[config.mk]
export PLATFORM = sky130hd
export DESIGN_NAME = byte_uart_regs
export DESIGN_NICKNAME = d
export VERILOG_FILES = /design/src/rtl/ubr_pkg.sv /design/src/rtl/ubr_rx_fifo.sv /design/src/rtl/ubr_tx_hold.sv /design/src/rtl/ubr_flags.sv /design/src/rtl/byte_uart_regs.sv
export SDC_FILE = /design/constraint.sdc
export NUM_CORES = 1
export LEC_CHECK = 0
export ABC_CLOCK_PERIOD_IN_PS = 5400
export BUFFER_PORTS_ARGS = -buffer_cell sky130_fd_sc_hd__clkbuf_2
export CAP_MARGIN = 10
export CORE_MARGIN = 2
export CORE_UTILIZATION = 33
export DETAILED_ROUTE_END_ITERATION = 8
export GPL_TIMING_DRIVEN = 0
export PLACE_DENSITY = 0.59
export SLEW_MARGIN = 30
export SYNTH_ARGS = -nofsm -noshare
export SYNTH_HDL_FRONTEND = slang
export SYNTH_SLANG_ARGS = --single-unit
[constraint.sdc]
create_clock -name clk -period 5.4 [get_ports clk]
set_clock_uncertainty 0.1 [all_clocks]
set_input_delay 0.54 -clock clk [delete_from_list [all_inputs] [get_ports clk]]
set_output_delay 0.54 -clock clk [all_outputs]
set_load 0.01 [all_outputs]
[src/rtl/ubr_pkg.sv]
package ubr_pkg;
  // status bit positions (software decodes these)
  localparam int ST_RXV  = 0;
  localparam int ST_RXF  = 1;
  localparam int ST_TXE  = 2;
  localparam int ST_TXF  = 3;
  localparam int ST_PEND = 4;
  localparam int ST_OVR  = 5;
  localparam int ST_FRM  = 6;
  localparam int ST_PAR  = 7;
  // control bit positions
  localparam int CT_TXRST = 0;
  localparam int CT_RXRST = 1;
  localparam int CT_IE    = 4;

  typedef enum logic [1:0] {
    A_RXD  = 2'd0,
    A_TXD  = 2'd1,
    A_STAT = 2'd2,
    A_CTRL = 2'd3
  } reg_sel_e;

  // packed MSB first: par is bit 7, rxv is bit 0
  typedef struct packed {
    logic par;
    logic frm;
    logic ovr;
    logic pend;
    logic txf;
    logic txe;
    logic rxf;
    logic rxv;
  } stat_t;
endpackage

[src/rtl/ubr_rx_fifo.sv]
module ubr_rx_fifo #(
  parameter int DEPTH = 8,
  parameter int W     = 8
) (
  input  logic                         clk,
  input  logic                         rst_n,
  input  logic                         push,
  input  logic [W-1:0]                 din,
  input  logic                         pop,
  input  logic                         flush,
  output logic [W-1:0]                 head,
  output logic [$clog2(DEPTH+1)-1:0]   count,
  output logic                         full,
  output logic                         empty
);
  localparam int PW = $clog2(DEPTH);
  localparam int CW = $clog2(DEPTH + 1);

  logic [W-1:0]  mem [DEPTH];
  logic [PW-1:0] wpos;
  logic [CW-1:0] len;

  // oldest slot = write position minus length, wrapped (DEPTH is a power of two)
  function automatic logic [PW-1:0] oldest(input logic [PW-1:0] p, input logic [CW-1:0] l);
    return p - PW'(l);
  endfunction

  always_ff @(posedge clk) begin
    if (!rst_n) begin
      wpos <= '0;
      len  <= '0;
    end else if (flush) begin
      wpos <= '0;
      len  <= '0;
    end else begin
      if (push) wpos <= wpos + 1'b1;
      len <= len + CW'(push) - CW'(pop);
    end
  end

  always_ff @(posedge clk) begin
    if (push && !flush) mem[wpos] <= din;
  end

  assign head  = mem[oldest(wpos, len)];
  assign count = len;
  assign full  = (len == CW'(DEPTH));
  assign empty = (len == '0);


  no_overflow_chk: assert property (@(posedge clk) disable iff (!rst_n) full |-> !push);

  no_underflow_chk: assert property (@(posedge clk) disable iff (!rst_n) empty |-> !pop);

  count_step_chk: assert property (@(posedge clk) disable iff (!rst_n)
    (!flush && push && !pop) |=> (count == $past(count) + 1'b1));
endmodule

[src/rtl/ubr_tx_hold.sv]
module ubr_tx_hold #(
  parameter int W = 8
) (
  input  logic         clk,
  input  logic         rst_n,
  input  logic         load,
  input  logic [W-1:0] din,
  input  logic         flush,
  input  logic         ready,
  output logic         valid,
  output logic [W-1:0] data
);
  always_ff @(posedge clk) begin
    if (!rst_n) begin
      valid <= 1'b0;
      data  <= '0;
    end else if (flush) begin
      valid <= 1'b0;
    end else if (load && !valid) begin
      valid <= 1'b1;
      data  <= din;
    end else if (valid && ready) begin
      valid <= 1'b0;
    end
  end


  tx_hold_chk: assert property (@(posedge clk) disable iff (!rst_n)
    (valid && !ready && !flush) |=> (valid && $stable(data)));
endmodule

[src/rtl/ubr_flags.sv]
module ubr_flags #(
  parameter int N = 4
) (
  input  logic         clk,
  input  logic         rst_n,
  input  logic         clear,
  input  logic [N-1:0] set,
  output logic [N-1:0] q
);
  always_ff @(posedge clk) begin
    if (!rst_n) q <= '0;
    else        q <= set | (q & ~{N{clear}});
  end

  for (genvar i = 0; i < N; i++) begin : g_chk

    set_wins_chk: assert property (@(posedge clk) disable iff (!rst_n) set[i] |=> q[i]);

    clear_chk: assert property (@(posedge clk) disable iff (!rst_n)
      (clear && !set[i]) |=> !q[i]);
  end
endmodule

[src/rtl/byte_uart_regs.sv]
module byte_uart_regs
  import ubr_pkg::*;
#(
  parameter int ADDR_W   = 4,
  parameter int DATA_W   = 32,
  parameter int RX_DEPTH = 8
) (
  input  logic              clk,
  input  logic              rst_n,
  input  logic              bus_en,
  input  logic              bus_we,
  input  logic [ADDR_W-1:0] bus_addr,
  input  logic [DATA_W-1:0] bus_wdata,
  output logic [DATA_W-1:0] bus_rdata,
  output logic              irq,
  input  logic [7:0]        rx_byte,
  input  logic              rx_valid,
  output logic              rx_ready,
  input  logic              rx_frame_err,
  input  logic              rx_parity_err,
  output logic [7:0]        tx_byte,
  output logic              tx_valid,
  input  logic              tx_ready
);
  localparam int CW = $clog2(RX_DEPTH + 1);

  // decoded access events, named for the checkers
  logic     rd_stb, wr_stb, in_range;
  reg_sel_e sel;
  assign in_range = (bus_addr[ADDR_W-1:2] == '0);
  assign sel      = reg_sel_e'(bus_addr[1:0]);
  assign rd_stb   = bus_en && !bus_we && in_range;
  assign wr_stb   = bus_en &&  bus_we && in_range;

  logic stat_rd, ctrl_wr, txd_wr, rx_flush, tx_flush;
  assign stat_rd  = rd_stb && (sel == A_STAT);
  assign ctrl_wr  = wr_stb && (sel == A_CTRL);
  assign txd_wr   = wr_stb && (sel == A_TXD);
  assign rx_flush = ctrl_wr && bus_wdata[CT_RXRST];
  assign tx_flush = ctrl_wr && bus_wdata[CT_TXRST];

  // receive queue
  logic          fifo_full, fifo_empty;
  logic [7:0]    fifo_head;
  logic [CW-1:0] fifo_count;
  logic          rx_accept, rx_drop, rx_pop;
  assign rx_ready  = !fifo_full;
  assign rx_accept = rx_valid && !fifo_full && !rx_flush;
  assign rx_drop   = rx_valid && fifo_full;
  assign rx_pop    = rd_stb && (sel == A_RXD) && !fifo_empty;

  ubr_rx_fifo #(.DEPTH(RX_DEPTH), .W(8)) u_rx_fifo (
    .clk   (clk),
    .rst_n (rst_n),
    .push  (rx_accept),
    .din   (rx_byte),
    .pop   (rx_pop),
    .flush (rx_flush),
    .head  (fifo_head),
    .count (fifo_count),
    .full  (fifo_full),
    .empty (fifo_empty)
  );

  // transmit holding stage
  ubr_tx_hold #(.W(8)) u_tx_hold (
    .clk   (clk),
    .rst_n (rst_n),
    .load  (txd_wr),
    .din   (bus_wdata[7:0]),
    .flush (tx_flush),
    .ready (tx_ready),
    .valid (tx_valid),
    .data  (tx_byte)
  );

  // sticky flags: [0] event, [1] overrun, [2] frame, [3] parity
  logic [3:0] flag_set, flag_q;
  assign flag_set = {rx_parity_err, rx_frame_err, rx_drop, rx_accept || txd_wr};

  ubr_flags #(.N(4)) u_flags (
    .clk   (clk),
    .rst_n (rst_n),
    .clear (stat_rd),
    .set   (flag_set),
    .q     (flag_q)
  );

  // control: only the enable is stored, the flush bits act and vanish
  logic irq_en;
  always_ff @(posedge clk) begin
    if (!rst_n)       irq_en <= 1'b0;
    else if (ctrl_wr) irq_en <= bus_wdata[CT_IE];
  end

  stat_t status;
  always_comb begin
    status      = '0;
    status.rxv  = !fifo_empty;
    status.rxf  = fifo_full;
    status.txe  = !tx_valid;
    status.txf  = tx_valid;
    status.pend = flag_q[0];
    status.ovr  = flag_q[1];
    status.frm  = flag_q[2];
    status.par  = flag_q[3];
  end

  logic [DATA_W-1:0] rd_next;
  always_comb begin
    rd_next = '0;
    if (in_range) begin
      unique case (sel)
        A_RXD:   rd_next = fifo_empty ? '0 : DATA_W'(fifo_head);
        A_STAT:  rd_next = DATA_W'(status);
        A_CTRL:  rd_next = DATA_W'(irq_en) << CT_IE;
        default: rd_next = '0;
      endcase
    end
  end

  always_ff @(posedge clk) begin
    if (!rst_n)                   bus_rdata <= '0;
    else if (bus_en && !bus_we)   bus_rdata <= rd_next;
  end

  assign irq = flag_q[0] && irq_en;


  ready_drop_chk: assert property (@(posedge clk) disable iff (!rst_n)
    (rx_valid && !rx_ready) |=> status.ovr);

  rx_flush_chk: assert property (@(posedge clk) disable iff (!rst_n)
    rx_flush |=> (fifo_count == '0));

  stat_wr_chk: assert property (@(posedge clk) disable iff (!rst_n)
    (wr_stb && sel == A_STAT) |=> $stable(irq_en));
endmodule

==> results.sh <==
export IMPL_path_class="reg -> reg"
export IMPL_clock_latency_ns=0.34
export IMPL_first_pass_iters=4
export IMPL_setup_slack_ns=2.541
export IMPL_fillers=1121
export IMPL_power_density_mw_per_mm2=406.1
export IMPL_grt_pass1_wl_um=12600
export IMPL_numCtsBuffers=9
export IMPL_setup_tns_final_ns=0
export IMPL_async_flop_share_pct=0
export IMPL_start_kind="flip-flop"
export IMPL_grt_usage_pct=13.06
export IMPL_final_hold_violation_count=0
export IMPL_yosysMostFrequentCell="edfxtp_1"
export IMPL_drive_gt1_share_pct=32.40
export IMPL_grt_antenna_before_repair=0
export IMPL_grt_pass1_vias=2344
export IMPL_yosys_top_cells_count="edfxtp_1, dfxtp_1, nor2_1"
export IMPL_ios=95
export IMPL_cp_end_kind="flip-flop"
export IMPL_use_met2_pct=22.70
export IMPL_cts_resized=0
export IMPL_area_growth_pct=19.93
export IMPL_totalWireLength_um=8076
export IMPL_nets=415
export IMPL_finalCritPeriodShare_pct=52.94
export IMPL_core_region_area_sq_mm=0.01191
export IMPL_globalRouteMet3Util_pct=4.288
export IMPL_rsz0062_at_grt="no"
export IMPL_hold_buffers=0
export IMPL_max_cap_violations=0
export IMPL_drt_vias_per_instance=4.618
export IMPL_globalRoute_busiestLayer="met2"
export IMPL_p_leak_nw=1.821
export IMPL_final_util_pct=40.33
export IMPL_synth_top_area_share_pct=47.99
export IMPL_grt_overflow=0
export IMPL_crit_required_ns=5.26
export IMPL_synth_top_area_cell="edfxtp_1"
export IMPL_setup_viol=0
export IMPL_drt_initial_drc_count=104
export IMPL_antenna_left=0
export IMPL_yosys_top_cells_area="edfxtp_1, dfxtp_1, mux4_2"
export IMPL_place_gp_congestion=0.7837
export IMPL_synth_warnings=0
export IMPL_timing_fmax_ghz=0.3498
export IMPL_cts_setup_buffers=0
export IMPL_syn_area_sq_mm=0.004005
export IMPL_htreeDepth=3
export IMPL_hp_class="in -> reg"
export IMPL_clock_sinks=93
export IMPL_synth_distinct_cells=40
export IMPL_whs_ns=0.3194
export IMPL_grtUsageMet1_pct=15.64
export IMPL_synthFlopType="edfxtp_1"
export IMPL_clkTransAtPathRegs_ns=0.07
export IMPL_remaining_drc_errors=0
export IMPL_outcome="finished, final reports clean"
export IMPL_portBuffers=46
export IMPL_hpwl_um=5908
export IMPL_cts_tree="yes"
export IMPL_synth_edf_count=64
export IMPL_synthCells=272
export IMPL_clock_tree_buffer_depth=2
export IMPL_place_ws_ns=2.513
export IMPL_rows=40
export IMPL_arrival_ns=2.72
export IMPL_finalCriticalPeriod_ns=2.859
export IMPL_wl_per_cell_um=15.99
export IMPL_die_height_um=114.2
export IMPL_worst_slew_pin_slew_ns=0.9431
export IMPL_start_util_pct=33.62
export IMPL_slew_headroom_pct=36.89
export IMPL_worst_path_max_fanout=8
export IMPL_maxSlewViolCount=0
export IMPL_diodes=0
export IMPL_min_path_cells=3
export IMPL_grt_start_max_net_pins=18
export IMPL_vdd_drop_max_mv=0.2085
export IMPL_rr_worst_depth=7
export IMPL_die_w_um=114.2
export IMPL_yosysSeqAreaShare_pct=62.48
export IMPL_ys_ff_latch=93
export IMPL_syn_avg_cell_area_sq_um=14.72
export IMPL_num_vias=2332
export IMPL_die_area_sq_mm=0.01303
export IMPL_cts_root_buf="clkbuf_16"
## area by class of cell
class	count	area [sq um]	share of cell area, %
Clock buffer	9	225.2	4.689
Multi-Input combinational cell	157	1321	27.51
Tap cell	147	183.9	3.829
Clock inverter	7	55.05	1.146
Buffer	33	232.7	4.845
Inverter	12	45.04	0.9377
Timing Repair Buffer	47	237.7	4.949
Sequential cell	93	2502	52.10
## worst paths after layout
kind | endpoint | slack (ns) | start
worst max-delay path | u_rx_fifo.mem[7][5] | 2.54 | u_rx_fifo.count[2]
worst min-delay path | u_flags.q[3] | 0.32 | rx_parity_err
worst min register to register | u_tx_hold.data[7] | 0.40 | u_tx_hold.data[7]
worst max register to register | u_rx_fifo.mem[7][5] | 2.54 | u_rx_fifo.count[2]
## placed cells by master (no fill, tap or decap), types with 7 or more instances in the layout
cell,synthesis,final
clkbuf_16,0,9
conb_1,1,24
nor2_1,27,27
a21oi_1,7,7
clkbuf_2,0,46
buf_4,26,27
dfxtp_1,29,29
mux2i_1,18,18
ha_1,8,8
edfxtp_1,64,64
inv_1,11,11
mux4_2,16,16
## kinds of logic after synthesis
family	count (synthesis)	synth area share, %
flip-flops	93	62.48
multiplexers	34	13.50
buffers and inverters	45	6.935
other	1	0.09363
adder cells (fa/ha/maj)	10	3.499
AND/OR/NAND/NOR	51	6.061
AO/OA/AOI/OAI	32	5.654
XOR/XNOR	6	1.781
## state kept, by name, indices dropped and copies added, names as in the netlist
name	flops
u_rx_fifo.mem	64
bus_rdata	8
u_tx_hold.valid	1
irq_en	1
u_flags.q	4
u_rx_fifo.count	4
u_tx_hold.data	8
u_rx_fifo.wpos	3
## where the power goes
part           switching [W]  total, W  internal (W)  leakage [nW]
Sequential         0.0000236  0.000830      0.000807         0.816
Clock               0.000273  0.000593      0.000319         0.141
Combinational       0.000271  0.000528      0.000257         0.864
Total               0.000568   0.00195       0.00138          1.82
## critical path, stage by stage, from the launching register on
cell and delay [ns]:
dfxtp_1 0.35, inv_1 0.09, ha_1 0.21, or3b_2 0.19
clkbuf_1 0.26, o311a_1 0.37, nand2_1 0.15, nor2_1 0.75
## per-stage QoR
stage               instances  area, sq um  power (W)
floorplan                 295         4091   0.001248
global placement          488         4506   0.001373
detailed placement        489         4523   0.001387
CTS                       505         4803   0.001981
global route              505         4803   0.002052
finish                    505         4803   0.001951
## metal layers
metal	wire, um	vias to the layer above
met2	4053	70
li1	-	1135
met5	0	-
met4	74	0
met3	471	10
met1	3476	1117
No activity file was read; power rests on OpenSTA's default activity.
